### src/rtl/rcc_pkg.sv
package rcc_pkg;
    typedef enum logic [2:0] {
        ST_IDLE,
        ST_SETTLE,
        ST_EVAL,
        ST_PULSE,
        ST_DONE,
        ST_FAIL
    } rcc_state_e;

    localparam logic [1:0] CMP_FIRST_LOW  = 2'b01;
    localparam logic [1:0] CMP_FIRST_HIGH = 2'b10;
endpackage

### src/rtl/rcc_decode.sv
module rcc_decode
    import rcc_pkg::*;
(
    input  logic [1:0] cmp,
    output logic       bit_o,
    output logic       valid_o
);
    always_comb begin
        unique case (cmp)
            CMP_FIRST_LOW: begin
                bit_o   = 1'b0;
                valid_o = 1'b1;
            end
            CMP_FIRST_HIGH: begin
                bit_o   = 1'b1;
                valid_o = 1'b1;
            end
            default: begin
                bit_o   = 1'b0;
                valid_o = 1'b0;
            end
        endcase
    end
endmodule

### src/rtl/rcc_timer.sv
module rcc_timer #(
    parameter int W = 4
) (
    input  logic         clk,
    input  logic         rst_n,
    input  logic         load,
    input  logic [W-1:0] load_val,
    output logic         zero
);
    logic [W-1:0] cnt;

    always_ff @(posedge clk) begin
        if (!rst_n) begin
            cnt <= '0;
        end else if (load) begin
            cnt <= load_val;
        end else if (cnt != '0) begin
            cnt <= cnt - 1'b1;
        end
    end

    assign zero = (cnt == '0);
endmodule

### src/rtl/rcc_retry.sv
module rcc_retry #(
    parameter int W = 4
) (
    input  logic         clk,
    input  logic         rst_n,
    input  logic         clr,
    input  logic         inc,
    input  logic [W-1:0] limit,
    output logic         odd,
    output logic         at_limit
);
    logic [W-1:0] count;

    always_ff @(posedge clk) begin
        if (!rst_n || clr) begin
            count <= '0;
        end else if (inc) begin
            count <= count + 1'b1;
        end
    end

    assign odd      = count[0];
    assign at_limit = (count == limit);
endmodule

### src/rtl/rcc_wv_ctrl.sv
module rcc_wv_ctrl
    import rcc_pkg::*;
#(
    parameter int SETTLE_CYC = 4,
    parameter int PULSE_CYC  = 8,
    parameter int RETRY_W    = 4
) (
    input  logic               clk,
    input  logic               rst_n,
    input  logic               req_valid,
    input  logic               req_bit,
    input  logic               rd_req,
    input  logic [RETRY_W-1:0] retry_limit,
    input  logic [1:0]         cmp_code,
    output logic               exc_en,
    output logic               sample,
    output logic               pulse_en,
    output logic               wsel,
    output logic               pulse_off,
    output logic               busy,
    output logic               done,
    output logic               err,
    output logic               rd_bit,
    output logic               rd_valid
);
    localparam int TMAX = (SETTLE_CYC > PULSE_CYC) ? SETTLE_CYC : PULSE_CYC;
    localparam int TW   = $clog2(TMAX + 1);
    localparam logic [TW-1:0] SETTLE_LD = TW'(SETTLE_CYC - 1);
    localparam logic [TW-1:0] PULSE_LD  = TW'(PULSE_CYC - 1);

    rcc_state_e st, nxt;
    logic op_wr, tgt;
    logic ld_settle, ld_pulse, cnt_clr, cnt_inc;
    logic tmr_zero, dec_bit, dec_valid, odd_pulse, at_limit;

    rcc_decode u_dec (
        .cmp     (cmp_code),
        .bit_o   (dec_bit),
        .valid_o (dec_valid)
    );

    rcc_timer #(.W(TW)) u_tmr (
        .clk      (clk),
        .rst_n    (rst_n),
        .load     (ld_settle | ld_pulse),
        .load_val (ld_pulse ? PULSE_LD : SETTLE_LD),
        .zero     (tmr_zero)
    );

    rcc_retry #(.W(RETRY_W)) u_rty (
        .clk      (clk),
        .rst_n    (rst_n),
        .clr      (cnt_clr),
        .inc      (cnt_inc),
        .limit    (retry_limit),
        .odd      (odd_pulse),
        .at_limit (at_limit)
    );

    // next-state and sequencing strobes
    always_comb begin
        nxt       = st;
        ld_settle = 1'b0;
        ld_pulse  = 1'b0;
        cnt_clr   = 1'b0;
        cnt_inc   = 1'b0;
        unique case (st)
            ST_IDLE: begin
                if (req_valid || rd_req) begin
                    nxt       = ST_SETTLE;
                    ld_settle = 1'b1;
                    cnt_clr   = 1'b1;
                end
            end
            ST_SETTLE: begin
                if (tmr_zero) nxt = ST_EVAL;
            end
            ST_EVAL: begin
                if (!op_wr || (dec_valid && dec_bit == tgt)) begin
                    nxt = ST_DONE;
                end else if (at_limit) begin
                    nxt = ST_FAIL;
                end else begin
                    nxt      = ST_PULSE;
                    ld_pulse = 1'b1;
                end
            end
            ST_PULSE: begin
                if (tmr_zero) begin
                    nxt       = ST_SETTLE;
                    ld_settle = 1'b1;
                    cnt_inc   = 1'b1;
                end
            end
            ST_DONE, ST_FAIL: nxt = ST_IDLE;
            default:          nxt = ST_IDLE;
        endcase
    end

    // state and operation registers
    always_ff @(posedge clk) begin
        if (!rst_n) begin
            st       <= ST_IDLE;
            op_wr    <= 1'b0;
            tgt      <= 1'b0;
            rd_bit   <= 1'b0;
            rd_valid <= 1'b0;
        end else begin
            st <= nxt;
            if (st == ST_IDLE && (req_valid || rd_req)) begin
                op_wr <= req_valid;
                tgt   <= req_bit;
            end
            if (st == ST_EVAL) begin
                rd_bit   <= dec_bit;
                rd_valid <= dec_valid;
            end
        end
    end

    // Moore outputs
    always_comb begin
        exc_en    = (st == ST_SETTLE) || (st == ST_EVAL);
        sample    = (st == ST_EVAL);
        pulse_en  = (st == ST_PULSE);
        pulse_off = (st == ST_PULSE) && odd_pulse;
        wsel      = (st == ST_PULSE) && (tgt ^ odd_pulse);
        busy      = (st == ST_SETTLE) || (st == ST_EVAL) || (st == ST_PULSE);
        done      = (st == ST_DONE);
        err       = (st == ST_FAIL);
    end
endmodule

### config.mk
export PLATFORM = sky130hd
export DESIGN_NAME = rcc_wv_ctrl
export DESIGN_NICKNAME = d
export VERILOG_FILES = /design/src/rtl/rcc_pkg.sv /design/src/rtl/rcc_decode.sv /design/src/rtl/rcc_timer.sv /design/src/rtl/rcc_retry.sv /design/src/rtl/rcc_wv_ctrl.sv
export SDC_FILE = /design/constraint.sdc
export NUM_CORES = 1
export LEC_CHECK = 0
export ABC_CLOCK_PERIOD_IN_PS = 4100
export BUFFER_PORTS_ARGS = -buffer_cell sky130_fd_sc_hd__buf_2
export CAP_MARGIN = 20
export CORE_ASPECT_RATIO = 1.1
export CORE_MARGIN = 8
export CORE_UTILIZATION = 55
export DETAILED_ROUTE_END_ITERATION = 12
export MAX_ROUTING_LAYER = met4
export PLACE_DENSITY = 0.82
export SLEW_MARGIN = 5
export SYNTH_ARGS = -nofsm -noshare
export SYNTH_HDL_FRONTEND = slang
export SYNTH_SLANG_ARGS = --single-unit
### constraint.sdc
create_clock -name clk -period 4.1 [get_ports clk]
set_clock_uncertainty 0.15 [all_clocks]
set_input_delay 0.82 -clock clk [delete_from_list [all_inputs] [get_ports clk]]
set_output_delay 0.82 -clock clk [all_outputs]
set_load 0.005 [all_outputs]
==> flow_summary.toml <==
[placed_design]
port_buffers = 20
detailedPlacementHpwl_mm = 1.46
gp_routability_congestion = 0.743

[setup_path]
critical_path.endpoint_type = "output port"
cp_data_arrival_time_ps = 1510
crit_fanout = 10
timing_worst_setup_path_type = "flop to output port"
critPathLaunchType = "flop"
worstPathRequired_ps = 3130

[global_route]
global_route_total_usage_across_every_layer = 0.131
first_global_vias = 727
grt_first_pass_wirelength_mm = 3.11
global_route.overflow_total = 0
antenna_found_initial = 0
largest_net_degree_at_the_start_of_global_routing = 12

[timing]
slew_headroom = 0.670
fin_setup_tns_ps = 0
timing.fmax_mhz = 404
finalCritPeriodShare = 0.604
timing_max_transition_violations_final = 0
final.min_clock_period_ps = 2480
hold_violations = 0
report.final.setup_viol = 0
tightest_slew_ps = 496
setup_repair_after_global_routing_missed_its_margin = "false"

[logic_synthesis]
synthSimpleGateAreaFrac = 0.290
synth_edf_count = 0
postSynth.topFlopCell = "sky130_fd_sc_hd__dfxtp_1"
complex_gate_fraction_of_the_synthesized_area = 0.149
synthDistinctLibCells = 39
syn_avg_cell_area_sq_um = 8.47
post_synth_inst_count = 103
synth_nets = 117
ys_async_sr_fraction = 0
synthMuxAreaShare = 0.0115
synth_xor_xnor_area_share = 0.100
synth_fa_ha_area_frac = 0.0430
synth-warning-count = 0
ys_seq_area_frac = 0.344
total_standard_cell_area_after_synthesis_sq_um = 872
dominant_combinational_cell_family_by_area_after_synthesis = "simple AND/OR/NAND/NOR gates"
yosys_register_bits = 15

[floorplan]
fp.dieH_microns = 57.8
core.rowCount = 15
fp.dieW_microns = 54.0
total_die_area_sq_um = 3120
count_of_pins_on_the_block_boundary = 21
initial_core_util = 0.574
placeableCoreArea_sq_um = 1520

[power]
power-per-cell-area_nw_per_um2 = 553
overall_power_mw = 0.549
worst_ir_drop_on_vdd_mv = 0.257
cellLeakagePower_nw = 0.435

[detailed_routing]
initialDrtViolationCount = 15
drt-pass1-iter-count = 4
via_per_inst = 5.38
routedWlPerCell_microns = 13.4
route.antenna.remaining_nets = 0
routed-via-count = 753
post-route-drc-count = 0
wirelength_mm = 1.87

[run]
maxCapViolCount = 0

[cts]
post_cts.repair.setup_buffers = 0
cts_max_level = 1
worstSkewPairLatency_ps = 290
cts_tree = "done"
tritoncts.num_buffers = 3
cts.clk_slew.worst_paths_ps = 100
clock_path_buffers = 2
cts_num_sinks = 15
cts_hold_buffers = 0
cts_resized = 0
cts.root.buffer_cell = "sky130_fd_sc_hd__clkbuf_4"

[layout]
nNetsFinal = 138
layout.filler_cells = 133
layout_cell_share_with_drive_strength_beyond_1 = 0.244
count_of_antenna_diodes_in_the_layout = 0
final_util = 0.653
areaGrowthSynthToFinish_pct = 13.8

[min_path]
min-delay-path-class = "flop to flop"

[outcome]
run_status = "completed"
[path summary, 6_finish.rpt]
| check | from | cells after the start | to | slack, ps |
|---|---|---|---|---|
| max | st[2] | 4 | pulse_off | 1620 |
| min | rd_bit | 2 | rd_bit | 330 |
| max reg2reg | u_tmr.cnt[0] | 6 | st[1] | 1950 |
| min reg2reg | rd_bit | 2 | rd_bit | 330 |
[area by class of cell]
class | count | area, sq um | share of cell area
inverters | 7 | 26.3 | 0.0265
flip-flops and latches | 15 | 300 | 0.303
well taps | 17 | 21.3 | 0.0214
repair buffers | 20 | 100 | 0.101
multi-input cells | 77 | 518 | 0.522
clock buffers | 4 | 26.3 | 0.0265
[worst max-delay path, stage by stage (launching register included)]
cell                       delay, ps
sky130_fd_sc_hd__dfxtp_1         550
sky130_fd_sc_hd__nand3b_2        320
sky130_fd_sc_hd__inv_1            80
sky130_fd_sc_hd__and2_1          150
sky130_fd_sc_hd__buf_2           120
[synthesized netlist by cell type (all sizes together) (2+ instances only)]
cell	instances	area share
nand3b	2	0.022
nor3	6	0.059
o31a	2	0.020
a21boi	3	0.026
nand3	2	0.011
o21ai	5	0.029
buf	3	0.027
inv	7	0.030
nor2	12	0.066
ha	3	0.043
nor2b	2	0.014
nand2	9	0.039
nand2b	2	0.014
a21oi	5	0.029
dfxtp	15	0.34
or3	2	0.014
xnor2	9	0.090
[per-stage QoR]
stage	cells	hold slack (ps)	setup slack, ps	cell area, sq um
6_report	140	333	1620	992
5_1_grt	140	371	1520	992
4_1_cts	140	343	1620	992
3_5_place_dp	136	329	1820	966
3_3_place_gp	136	317	1860	966
2_1_floorplan	103	324	1980	872
[layout by cell type, fill, tap and decap left out, types with 2 or more instances in the layout]
| cell | netlist | layout |
|---|---|---|
| sky130_fd_sc_hd__o31a_1 | 2 | 2 |
| sky130_fd_sc_hd__a21oi_1 | 5 | 5 |
| sky130_fd_sc_hd__nor2_1 | 9 | 9 |
| sky130_fd_sc_hd__xnor2_1 | 9 | 9 |
| sky130_fd_sc_hd__o21ai_0 | 3 | 3 |
| sky130_fd_sc_hd__nor3_2 | 2 | 2 |
| sky130_fd_sc_hd__nand2_1 | 9 | 9 |
| sky130_fd_sc_hd__o21ai_1 | 2 | 2 |
| sky130_fd_sc_hd__inv_1 | 7 | 7 |
| sky130_fd_sc_hd__ha_1 | 3 | 3 |
| sky130_fd_sc_hd__nor2b_1 | 2 | 2 |
| sky130_fd_sc_hd__clkbuf_4 | 0 | 3 |
| sky130_fd_sc_hd__nand3_1 | 2 | 2 |
| sky130_fd_sc_hd__nand2b_1 | 2 | 2 |
| sky130_fd_sc_hd__nor2_2 | 2 | 2 |
| sky130_fd_sc_hd__a21boi_0 | 3 | 3 |
| sky130_fd_sc_hd__or3_1 | 2 | 2 |
| sky130_fd_sc_hd__buf_2 | 1 | 20 |
| sky130_fd_sc_hd__nor3_1 | 3 | 3 |
| sky130_fd_sc_hd__dfxtp_1 | 15 | 15 |
[power breakdown]
part           internal (mW)  leakage (nW)  total [mW]  switching (mW)
clock                 0.0378        0.0150      0.0866          0.0488
combinational          0.106         0.298       0.248           0.142
sequential             0.177         0.123       0.214          0.0372
[logic make-up (layout without fill, tap and decap cells)]
family,after synthesis,in the layout
flops,15,15
compound gates,20,20
xor+xnor,10,10
mux,1,1
buf+inv,11,31
fa+ha+maj,3,3
simple gates,43,43
[layer usage]
layer / GRT usage / wire length [microns]
met2: 0.222 / 931
met1: 0.144 / 851
met4: 0.0433 / 21
met3: 0.0307 / 69
met5: - / 0
[sequential cells by signal (all words and copies together), names as in the netlist]
signal / cells
u_rty.count: 4
u_tmr.cnt: 4
tgt: 1
rd_valid: 1
st: 3
op_wr: 1
rd_bit: 1
Power figures use the tool's default switching activity.
